===== src/rtl/tap_scan_pkg.sv =====
package tap_scan_pkg;

  localparam int IR_LEN = 3;

  typedef enum logic [3:0] {
    S_TLR, S_RTI, S_SEL_DR, S_CAP_DR, S_SH_DR, S_EX1_DR, S_PAU_DR, S_EX2_DR,
    S_UPD_DR, S_SEL_IR, S_CAP_IR, S_SH_IR, S_EX1_IR, S_PAU_IR, S_EX2_IR, S_UPD_IR
  } tapState_e;

  typedef enum logic [1:0] {DR_BYPASS, DR_IDENT, DR_BOUNDARY} drSel_e;

  localparam logic [IR_LEN-1:0] OP_EXTEST  = 3'b000;
  localparam logic [IR_LEN-1:0] OP_IDCODE  = 3'b001;
  localparam logic [IR_LEN-1:0] OP_SAMPLEZ = 3'b010;
  localparam logic [IR_LEN-1:0] OP_SAMPLE  = 3'b100;
  localparam logic [IR_LEN-1:0] IR_CAPTURE = 3'b001;

  // strobes from the controller to the datapath
  typedef struct packed {
    logic   shIr;
    logic   capDr;
    logic   shDr;
    logic   updDr;
    drSel_e drSel;
  } tapStrobe_t;

endpackage


===== src/rtl/tap_scan_ctrl.sv =====
module tap_scan_ctrl
  import tap_scan_pkg::*;
(
  input  logic              tck,
  input  logic              porN,
  input  logic              tms,
  input  logic              tdi,
  output tapState_e         state,
  output logic [IR_LEN-1:0] irValue,
  output logic              irTdoBit,
  output tapStrobe_t        strobe,
  output logic              outHiZ
);

  tapState_e         nextState;
  logic [IR_LEN-1:0] irShift;

  always_comb begin
    case (state)
      S_TLR:    nextState = tms ? S_TLR    : S_RTI;
      S_RTI:    nextState = tms ? S_SEL_DR : S_RTI;
      S_SEL_DR: nextState = tms ? S_SEL_IR : S_CAP_DR;
      S_CAP_DR: nextState = tms ? S_EX1_DR : S_SH_DR;
      S_SH_DR:  nextState = tms ? S_EX1_DR : S_SH_DR;
      S_EX1_DR: nextState = tms ? S_UPD_DR : S_PAU_DR;
      S_PAU_DR: nextState = tms ? S_EX2_DR : S_PAU_DR;
      S_EX2_DR: nextState = tms ? S_UPD_DR : S_SH_DR;
      S_UPD_DR: nextState = tms ? S_SEL_DR : S_RTI;
      S_SEL_IR: nextState = tms ? S_TLR    : S_CAP_IR;
      S_CAP_IR: nextState = tms ? S_EX1_IR : S_SH_IR;
      S_SH_IR:  nextState = tms ? S_EX1_IR : S_SH_IR;
      S_EX1_IR: nextState = tms ? S_UPD_IR : S_PAU_IR;
      S_PAU_IR: nextState = tms ? S_EX2_IR : S_PAU_IR;
      S_EX2_IR: nextState = tms ? S_UPD_IR : S_SH_IR;
      S_UPD_IR: nextState = tms ? S_SEL_DR : S_RTI;
      default:  nextState = S_TLR;
    endcase
  end

  always_ff @(posedge tck or negedge porN) begin
    if (!porN) state <= S_TLR;
    else       state <= nextState;
  end

  always_ff @(posedge tck or negedge porN) begin
    if (!porN) begin
      irShift <= '0;
      irValue <= OP_IDCODE;
    end else begin
      if (state == S_TLR)         irValue <= OP_IDCODE;
      else if (state == S_UPD_IR) irValue <= irShift;
      if (state == S_CAP_IR)      irShift <= IR_CAPTURE;
      else if (state == S_SH_IR)  irShift <= {tdi, irShift[IR_LEN-1:1]};
    end
  end

  assign irTdoBit = irShift[0];

  drSel_e drSel;
  always_comb begin
    case (irValue)
      OP_IDCODE:                        drSel = DR_IDENT;
      OP_EXTEST, OP_SAMPLEZ, OP_SAMPLE: drSel = DR_BOUNDARY;
      default:                          drSel = DR_BYPASS;
    endcase
  end

  assign outHiZ       = (irValue == OP_EXTEST) || (irValue == OP_SAMPLEZ);
  assign strobe.shIr  = (state == S_SH_IR);
  assign strobe.capDr = (state == S_CAP_DR);
  assign strobe.shDr  = (state == S_SH_DR);
  assign strobe.updDr = (state == S_UPD_DR);
  assign strobe.drSel = drSel;

endmodule


===== src/rtl/tap_scan_dp.sv =====
module tap_scan_dp
  import tap_scan_pkg::*;
#(
  parameter int          BSR_LEN   = 107,
  parameter logic [3:0]  ID_REV    = 4'h0,
  parameter logic [9:0]  ID_PART   = 10'h123,
  parameter logic [5:0]  ID_VENDOR = 6'h2a,
  parameter logic [10:0] ID_MFR    = 11'h0b5
) (
  input  logic               tck,
  input  logic               porN,
  input  logic               tdi,
  input  tapStrobe_t         strobe,
  input  logic               irTdoBit,
  input  logic [BSR_LEN-1:0] pinSample,
  output logic [BSR_LEN-1:0] pinDrive,
  output logic               tdo,
  output logic               tdoEnable
);

  localparam int          ID_LEN  = 32;
  localparam logic [31:0] ID_WORD = {ID_REV, ID_PART, ID_VENDOR, ID_MFR, 1'b1};

  logic               bypassBit;
  logic [ID_LEN-1:0]  idShift;
  logic [BSR_LEN-1:0] bsrShift;
  logic [BSR_LEN-1:0] chainIn;
  logic               selBsr;
  logic               drBit;

  assign selBsr  = (strobe.drSel == DR_BOUNDARY);
  assign chainIn = {tdi, bsrShift[BSR_LEN-1:1]};

  always_ff @(posedge tck or negedge porN) begin
    if (!porN) bypassBit <= 1'b0;
    else if (strobe.drSel == DR_BYPASS) begin
      if (strobe.capDr)     bypassBit <= 1'b0;
      else if (strobe.shDr) bypassBit <= tdi;
    end
  end

  always_ff @(posedge tck or negedge porN) begin
    if (!porN) idShift <= '0;
    else if (strobe.drSel == DR_IDENT) begin
      if (strobe.capDr)     idShift <= ID_WORD;
      else if (strobe.shDr) idShift <= {tdi, idShift[ID_LEN-1:1]};
    end
  end

  // one capture/shift cell per boundary position
  for (genvar i = 0; i < BSR_LEN; i++) begin : g_cell
    always_ff @(posedge tck or negedge porN) begin
      if (!porN) bsrShift[i] <= 1'b0;
      else if (selBsr && strobe.capDr) bsrShift[i] <= pinSample[i];
      else if (selBsr && strobe.shDr)  bsrShift[i] <= chainIn[i];
    end
  end

  always_ff @(posedge tck or negedge porN) begin
    if (!porN) pinDrive <= '0;
    else if (selBsr && strobe.updDr) pinDrive <= bsrShift;
  end

  always_comb begin
    case (strobe.drSel)
      DR_IDENT:    drBit = idShift[0];
      DR_BOUNDARY: drBit = bsrShift[0];
      default:     drBit = bypassBit;
    endcase
  end

  always_ff @(negedge tck or negedge porN) begin
    if (!porN) begin
      tdo       <= 1'b0;
      tdoEnable <= 1'b0;
    end else begin
      tdo       <= strobe.shIr ? irTdoBit : (strobe.shDr ? drBit : 1'b0);
      tdoEnable <= strobe.shIr | strobe.shDr;
    end
  end

endmodule


===== src/rtl/tap_scan_port.sv =====
module tap_scan_port
  import tap_scan_pkg::*;
#(
  parameter int          BSR_LEN   = 107,
  parameter logic [3:0]  ID_REV    = 4'h0,
  parameter logic [9:0]  ID_PART   = 10'h123,
  parameter logic [5:0]  ID_VENDOR = 6'h2a,
  parameter logic [10:0] ID_MFR    = 11'h0b5
) (
  input  logic               tck,
  input  logic               porN,
  input  logic               tms,
  input  logic               tdi,
  input  logic [BSR_LEN-1:0] pinSample,
  output logic               tdo,
  output logic               tdoEnable,
  output logic               dataOutHiZ,
  output logic [BSR_LEN-1:0] pinDrive
);

  tapState_e         tapState;
  logic [IR_LEN-1:0] irValue;
  logic              irTdoBit;
  tapStrobe_t        strobe;

  tap_scan_ctrl u_ctrl (
    .tck      (tck),
    .porN     (porN),
    .tms      (tms),
    .tdi      (tdi),
    .state    (tapState),
    .irValue  (irValue),
    .irTdoBit (irTdoBit),
    .strobe   (strobe),
    .outHiZ   (dataOutHiZ)
  );

  tap_scan_dp #(
    .BSR_LEN   (BSR_LEN),
    .ID_REV    (ID_REV),
    .ID_PART   (ID_PART),
    .ID_VENDOR (ID_VENDOR),
    .ID_MFR    (ID_MFR)
  ) u_dp (
    .tck       (tck),
    .porN      (porN),
    .tdi       (tdi),
    .strobe    (strobe),
    .irTdoBit  (irTdoBit),
    .pinSample (pinSample),
    .pinDrive  (pinDrive),
    .tdo       (tdo),
    .tdoEnable (tdoEnable)
  );

endmodule


===== config.mk =====
export PLATFORM = sky130hd
export DESIGN_NAME = tap_scan_port
export DESIGN_NICKNAME = d
export VERILOG_FILES = /design/src/rtl/tap_scan_pkg.sv /design/src/rtl/tap_scan_ctrl.sv /design/src/rtl/tap_scan_dp.sv /design/src/rtl/tap_scan_port.sv
export SDC_FILE = /design/constraint.sdc
export NUM_CORES = 1
export LEC_CHECK = 0
export BUFFER_PORTS_ARGS = -buffer_cell sky130_fd_sc_hd__buf_2
export CORE_ASPECT_RATIO = 0.9
export CORE_UTILIZATION = 48
export DETAILED_ROUTE_END_ITERATION = 7
export PLACE_DENSITY = 0.71
export SYNTH_ARGS = -nofsm -noshare
export SYNTH_HDL_FRONTEND = slang
export SYNTH_SLANG_ARGS = --single-unit

===== constraint.sdc =====
create_clock -name tck -period 5.7 [get_ports tck]
set_input_delay 1.71 -clock tck [delete_from_list [all_inputs] [get_ports tck]]
set_output_delay 1.71 -clock tck [all_outputs]
set_load 0.1 [all_outputs]

### After elaboration in Yosys (flattened, before gate mapping)

Index checks and enable logic that the tools add are counted.
Widths: inputs -> output; s select.

* eq/ne operators: 20
* muxes and demuxes: 239
* bitwise gates (word level): 1
* reduce and logical (&&, ||, !) cells: 17

Operator list (count)
* $mux 1: 221
* $mux 32: 2
* $pmux 4 s12: 1
* $eq 4x4->1 const B: 8
* $mux 3: 6
* $eq 4x3->1 const B: 4
* $mux 4: 4
* $eq 4x2->1 const B: 2
* $reduce_bool 2->1: 4
* $mux 2: 3
* $reduce_or 3->1: 2
* $eq 4x1->1 const B: 1
* $logic_not 4->1: 1
* $pmux 2 s2: 1
* $reduce_and 2->1: 2
* $reduce_or 2->1: 2
* $eq 3x1->1 const B: 1
* $eq 3x2->1 const B: 1
* $eq 3x3->1 const B: 1
* $logic_and 1x1->1: 3
* $logic_not 3->1: 1
* $eq 2x1->1 const B: 1
* $eq 2x2->1 const B: 1
* $logic_not 2->1: 1
* 3 further kinds: 3

* flip-flop bits (word level): 259
* bits of input ports: 111
* output and inout port bits: 110
* logic and storage cells: 392

### Logic depth before layout (Yosys ltp)

Gate-level depths: netlist of run 1.

* word-level depth: 7
* mapped depth: 8
* mapped depth without buffers: 7

### Hierarchy

A second synthesis of run 1 with hierarchy kept.

* cells, all modules: 1067
* area total of the unflattened synthesis: 11607.4 sq um

By module, submodules not included
* tap_scan_dp: instances 1, cells an instance 989, area each 10948.0 sq um, sequential area each 6231.0 sq um
* tap_scan_ctrl: instances 1, cells an instance 78, area each 659.4 sq um, sequential area each 251.5 sq um

==> summary.txt, run 1 <==
Status
  – Result of the run: finished, violations left
  – Violated checks: negative setup slack

Clock network
  – CTS H-tree lvls: 1
  – Root Buffer: clkbuf_16
  – Setup Fix Bufs, Post-CTS: 0
  – Max Root-Sink Buffers: 3
  – CTS tree: built
  – CTS Sinks: 259
  – Worst-path clk slew: 0.06 ns
  – Number of buffers inserted by hold repair at cts: 0
  – Num CTS Buffers: 28
  – Clock latency on the worst-skew pair: 0.53 ns

Route
  – Detailed Routing Iterations Pass 1: 4
  – Metal2 WL: 10,700 um
  – Metal1 wirelength: 10,200 um
  – Wire per inst: 17.5 um
  – DRT iter0 DRCs: 323
  – Drt drc: 0
  – Remaining antenna violation count after routing: 0
  – Highest layer used for signal routing: met5
  – Met3 wire len: 1580 um
  – Via density per instance: 5.19
  – Routed vias: 6,878
  – Final WL: 23,100 um

Timing
  – Final hold vios: 0
  – # setup viols final: 2
  – Worst rel slew slack: 33.2%
  – Skew final: 0.00692 ns
  – Unrepaired setup endpoints after global routing: yes
  – Slew Limit Fails: 0
  – Final worst setup slack: -0.00882 ns
  – Worst Max-Slew Pin Slew: 1.00 ns

Critical path
  – Cell family with most CP delay: flip-flops
  – Max FO, Critical Path: 1
  – Critical path buffers and inverters: 1
  – CP peak stage delay: 0.44 ns
  – Setup CP Type: flop to output port
  – CP max stage cell: dfrtn_1
  – Worst Path Required: 3.99 ns
  – CP startpoint kind: flop
  – Crit path cell chain: buf_12
  – Critical Path AT: 4.00 ns
  – Setup crit end kind: output port

Layout
  – Filler cells: 1,920
  – Final core utilization: 58.9%
  – Nets: 1,112
  – Layout cells sized above 1: 58.2%
  – Area delta synth->final: 20.3%
  – Fin cells: 1,324

GRT
  – First-pass GRT wire length: 37,700 um
  – Initial antenna violation count: 4
  – Gr ovfl total: 0
  – Largest net degree at the start of global routing: 176
  – Vias in the first global route: 7,109
  – Aggregate global-route resource usage: 19.4%

Synth
  – Synthesis Warnings: 0
  – Synth Instances: 789
  – Post-Syn Area: 11,400 um^2
  – Synth Flop Type: dfrtp_1
  – Synth unique cells: 38
  – Synthesized flop and latch total: 259
  – Synth top area share: 56.0%
  – Seq/Total Area, Yosys: 56.7%
  – Syn nets: 903
  – Avg Cell Area, Syn: 14.5 um^2
  – Ys async rst share: 100%
  – Synth area leader: dfrtp_1
  – Post-synth EDFFs: 0
  – Dominant cells by area after synthesis: dfrtp_1 56%, mux2_2 30%, mux2_1 3.0%, mux2i_1 1.5%, buf_2 0.83%

Die
  – Die width: 165 um
  – IO Count: 221
  – Core ar.: 23,300 um^2
  – Die Footprint: 24,400 um^2
  – Initial Util: 49.0%
  – Die height: 148 um
  – # rows: 53

Placement
  – GPL Wtd Cong: 0.768
  – Worst slack, placed: 0.352 ns
  – I/O Buffers: 220
  – Number of placed cells counting well taps: 1,270
  – Post-detail-place hpwl: 14,800 um

Power and ir drop
  – Pwr/cell area: 361 nW/um^2
  – Maximum vdd ir drop: 0.000238 V
  – Pleak: 0.00747 uW
  – Design Power: 4970 uW

Run
  – Max Cap Viol: 0

Min path
  – Worst hold path type: flop to flop
-- routing by layer --
| layer | up-vias | global-route usage (%) |
|---|---|---|
| met5 | - | 0 |
| met4 | 2 | 5.92 |
| met3 | 45 | 4.94 |
| met2 | 186 | 31.0 |
| met1 | 3426 | 25.9 |
| li1 | 3219 | - |
-- worst paths after layout --
check	from	end	slack, ns	cells after the start
worst max-delay path	u_dp.tdoEnable	tdoEnable	-0.009	1
min in group asynchronous	porN	u_dp.bsrShift[100]	1.04	1
worst max register to register	u_ctrl.irValue[0]	u_dp.tdo	0.96	6
worst min register to register	u_ctrl.irShift[0]	u_ctrl.irShift[0]	0.49	2
max in group asynchronous	porN	u_dp.tdo	1.68	1
worst min-delay path	u_ctrl.irShift[0]	u_ctrl.irShift[0]	0.49	2
-- cell usage after synthesis (all sizes together) (2+ instances only) --
library cell and n:
nor2 24, nor4bb 3, a21oi 8, mux2 337
ha 3, buf 36, o21ai 9, mux2i 17
nand3 3, clkbuf 14, a21boi 2, dfrtp 256
or3 2, inv 21, nor2b 4, dfrtn 2
a211oi 3, nand2 23, o2bb2ai 2, nand2b 2
o22ai 5
-- cells in the final DEF, fill, tap and decap left out, drive strengths merged --
cell,netlist,final
mux2,337,337
dfrtp,256,256
buf,36,229
clkbuf,14,36
nor2,24,24
nand2,23,23
inv,21,21
mux2i,17,17
clkinv,0,10
o21ai,9,9
a21oi,8,8
o22ai,5,5
nor2b,4,4
bufinv,0,4
diode,0,3
a211oi,3,3
ha,3,3
nand3,3,3
nor4bb,3,3
nand2b,2,2
o2bb2ai,2,2
or3,2,2
a21boi,2,2
dfrtn,2,2
a2bb2oi,1,1
o21a,1,1
a221oi,1,1
a221o,1,1
or4b,1,1
nand4bb,1,1
nand4,1,1
and3,1,1
nand3b,1,1
and3b,1,1
nor3b,1,1
or2,1,1
clkinvlp,0,1
dfstp,1,1
-- where the power goes --
group | switching, uW | internal [uW]
combinational | 460 | 481
sequential | 140 | 1980
clock | 733 | 1170
total | 1330 | 3640
-- registers in the layout, indices dropped and copies added, names as in the netlist --
name and count:
u_ctrl.state 4, u_dp.tdo 1, u_ctrl.irShift 3, u_dp.idShift 32
u_dp.bsrShift 107, u_ctrl.irValue 3, u_dp.tdoEnable 1, u_dp.bypassBit 1
u_dp.pinDrive 107
-- through the flow --
step           instance area [um^2]  hold WS, ns  setup TNS [ns]
2_1_floorplan                 11400        0.450               0
3_3_place_gp                  12700        0.475               0
3_5_place_dp                  12700        0.479               0
4_1_cts                       13700        0.501         -0.0508
5_1_grt                       13800        0.513         -0.0731
6_report                      13800        0.495         -0.0123
-- cell families after synthesis --
kind of cell | Yosys count | synth area share, %
mux | 354 | 34.7
compound gates | 33 | 1.87
flops | 259 | 56.7
fa+ha+maj | 3 | 0.328
simple gates | 69 | 3.11
buf+inv | 71 | 3.33
-- repair_timing --
item,4_1_cts,5_1_grt
gates resized for setup,8,0
endpoints found under the hold margin,0,0
endpoints found under the setup margin,2,2
gates cloned,0,0
-- area by class of cell --
cell class	instances	area [um^2]	share of cell area [%]
Multi-Input combinational cell	459	4610	33.5
Sequential cell	259	6480	47.1
Timing Repair Buffer	229	1220	8.88
Antenna cell	3	7.51	0.0546
Clock inverter	15	181	1.32
Clock buffer	36	802	5.83
Inverter	21	78.8	0.573
Tap cell	302	378	2.75
-- worst register-to-register path, cell delays in order, from the launching register on --
cell and delay [ns]:
dfstp_2 0.54, inv_1 0.06, or3_1 0.36, ha_1 0.27, a221o_1 0.33, o21ai_0 0.08, o22ai_1 0.10
No activity file was read; power rests on OpenSTA's default activity.
==> inputs of run 2 (changes only) <==
--- a/config.mk
+++ b/config.mk
@@ -7,9 +7,9 @@
 export LEC_CHECK = 0
 export BUFFER_PORTS_ARGS = -buffer_cell sky130_fd_sc_hd__buf_2
 export CORE_ASPECT_RATIO = 0.9
-export CORE_UTILIZATION = 48
+export CORE_UTILIZATION = 40
 export DETAILED_ROUTE_END_ITERATION = 7
-export PLACE_DENSITY = 0.71
+export RECOVER_POWER = 25
 export SYNTH_ARGS = -nofsm -noshare
 export SYNTH_HDL_FRONTEND = slang
 export SYNTH_SLANG_ARGS = --single-unit
==> summary.txt, run 2 (synthesis results as in run 1) <==
Die
  – Core ar.: 28,000 um^2 (+20%)
  – Initial Util: 40.8% (-8.2 points)
  – Die width: 180 um (+9.4%)
  – Die height: 162 um (+9.4%)
  – IO Count: 221 (unchanged)
  – Die Footprint: 29,300 um^2 (+20%)
  – # rows: 58 (+9.4%)

Power and ir drop
  – Pleak: 0.00746 uW (about the same)
  – Design Power: 5020 uW (+1.1%)
  – Pwr/cell area: 363 nW/um^2 (+0.53%)
  – Maximum vdd ir drop: 0.000217 V (-8.6%)

Min path
  – WHS Path Cells: 1 (-1)
  – Worst hold path type: flop to flop
  – HP Start: u_dp.bypassBit

Timing
  – # setup viols final: 2 (unchanged)
  – Setup TNS Final: -0.0316 ns (-0.0193 ns)
  – Worst Max-Slew Pin Slew: 2.63 ns (+1.63 ns)
  – Final worst setup slack: -0.0208 ns (-0.0119 ns)
  – Slew Limit Fails: 115 (+115)
  – Unrepaired setup endpoints after global routing: yes
  – Final hold vios: 0 (unchanged)
  – Skew final: 0.0201 ns (+0.0132 ns)
  – Worst rel slew slack: -76.1% (-110 points)

Layout
  – Most common cell after layout, fill and taps aside: mux2_2
  – Most frequent cells in the layout: 307 x mux2_2, 256 x dfrtp_1, 214 x buf_2, 30 x mux2_1, 29 x clkbuf_16
  – Register area: 6480 um^2 (unchanged)
  – Top flop regs: u_dp.bsrShift x107, u_dp.pinDrive x107, u_dp.idShift x32
  – Area delta synth->final: 20.9%
  – Nets: 1,116 (+0.36%)
  – Filler cells: 2,532 (+32%)
  – Final core utilization: 49.4% (-9.6 points)
  – Design area: 13,800 um^2 (+0.53%)
  – Layout cells sized above 1: 57.5% (-0.67 points)
  – Multi-input gate area: 4590 um^2 (-0.27%)

Placement
  – Worst slack, placed: 0.363 ns (+0.0110 ns)
  – GPL Wtd Cong: 0.750 (-2.3%)
  – Area after DPL: 12,800 um^2 (+0.65%)
  – Post-detail-place hpwl: 15,800 um (+7.1%)
  – I/O Buffers: 220 (unchanged)

Clock network
  – Number of buffers inserted by hold repair at cts: 0 (unchanged)
  – Num CTS Buffers: 29 (+3.6%)
  – Max Root-Sink Buffers: 3 (unchanged)
  – Worst-path clk slew: 0.06 ns (about the same)
  – CTS tree: built
  – Setup Fix Bufs, Post-CTS: 0 (unchanged)
  – CTS H-tree lvls: 1 (unchanged)
  – CTS Sinks: 259 (unchanged)
  – Clock latency on the worst-skew pair: 0.55 ns (+0.02 ns)
  – Root Buffer: clkbuf_16

GRT
  – Largest net degree at the start of global routing: 73 (-59%)
  – Initial antenna violation count: 6 (+2)
  – Vias in the first global route: 6,985 (-1.7%)
  – First-pass GRT wire length: 39,100 um (+3.7%)
  – Gr ovfl total: 0 (unchanged)
  – Aggregate global-route resource usage: 16.7% (-2.7 points)

Critical path
  – Reg2reg end: u_dp.tdo
  – Setup crit end kind: output port
  – Setup CP Type: flop to output port
  – Worst Path Required: 3.99 ns (about the same)
  – R2R Setup Slk: 0.93 ns (-0.03 ns)
  – CP startpoint kind: flop
  – CP peak stage delay: 0.44 ns (about the same)
  – Number of cells on the critical path: 1 (unchanged)
  – Crit path cell chain: buf_12
  – Worst setup endpoint: tdo
  – Worst r2r src: u_ctrl.irValue[0]
  – CP startpoint: u_dp.tdo
  – Critical Path AT: 4.01 ns (about the same)
  – Cell family with most CP delay: flip-flops
  – Reg2Reg Depth: 6 (unchanged)
  – Max FO, Critical Path: 1 (unchanged)
  – CP max stage cell: dfrtn_1
  – Critical path buffers and inverters: 1 (unchanged)

Route
  – Remaining antenna violation count after routing: 0 (unchanged)
  – Final WL: 24,500 um (+6.2%)
  – DRT iter0 DRCs: 339 (+5.0%)
  – Via density per instance: 4.96 (-4.4%)
  – Detailed Routing Iterations Pass 1: 7 (+3)
  – Routed vias: 6,890 (+0.17%)
  – Wire per inst: 17.7 um (+1.3%)
  – Drt drc: 0 (unchanged)

Status
  – Result of the run: finished, violations left
  – Violated checks: max-capacitance violations, max-slew violations, negative setup slack

Run
  – Max Cap Viol: 2 (+2)
run 2: changes by cell type in the layout (fill, tap and decap cells not counted), moves of 3 or more:
cell      before  now
clkbuf_1       2    9
clkbuf_2       0    3
clkinv_2       9    5
buf_2        217  214
run 2: cell type report:
type | instances | share of cell area (%)
flip-flops and latches | 259 | 46.9
multi-input cells | 459 | 33.2
repair buffers | 232 | 8.74
clock buffers | 40 | 5.98
well taps | 360 | 3.26
clock inverters | 13 | 1.29
inverters | 21 | 0.570
diodes | 4 | 0.0724
run 2: power by group:
part	leakage [uW]	internal, uW	switching [uW]
combinational	0.00340	482	467
sequential	0.00357	1980	140
clock	0.000495	1190	755
run 2: through the flow:
step / hold slack [ns] / std cells
final: 0.490 / 1388
after global routing: 0.505 / 1386
after CTS: 0.491 / 1384
after detailed placement: 0.478 / 1331
after global placement: 0.478 / 1331
after floorplan: 0.450 / 789
run 2: worst min-delay path by stage:
stage	end	slack, ns
global placement	u_dp.bypassBit	0.48
detailed placement	u_dp.bypassBit	0.48
global route	u_dp.bypassBit	0.50
floorplan	u_ctrl.irShift[0]	0.45
finish	u_dp.bypassBit	0.49
CTS	u_dp.bypassBit	0.49
run 2: repair_timing:
action | CTS | global route
gates resized for setup | 8 | 0
endpoints found under the setup margin | 2 | 2
gates cloned | 0 | 0
run 2: metal layers:
metal / share of wire [%] / vias up / track usage [%]
met5: 0.11 / - / 0
met4: 1.6 / 4 / 3.81
met3: 7.5 / 35 / 5.37
met2: 45 / 180 / 25.8
met1: 46 / 3434 / 22.9
li1: - / 3237 / -
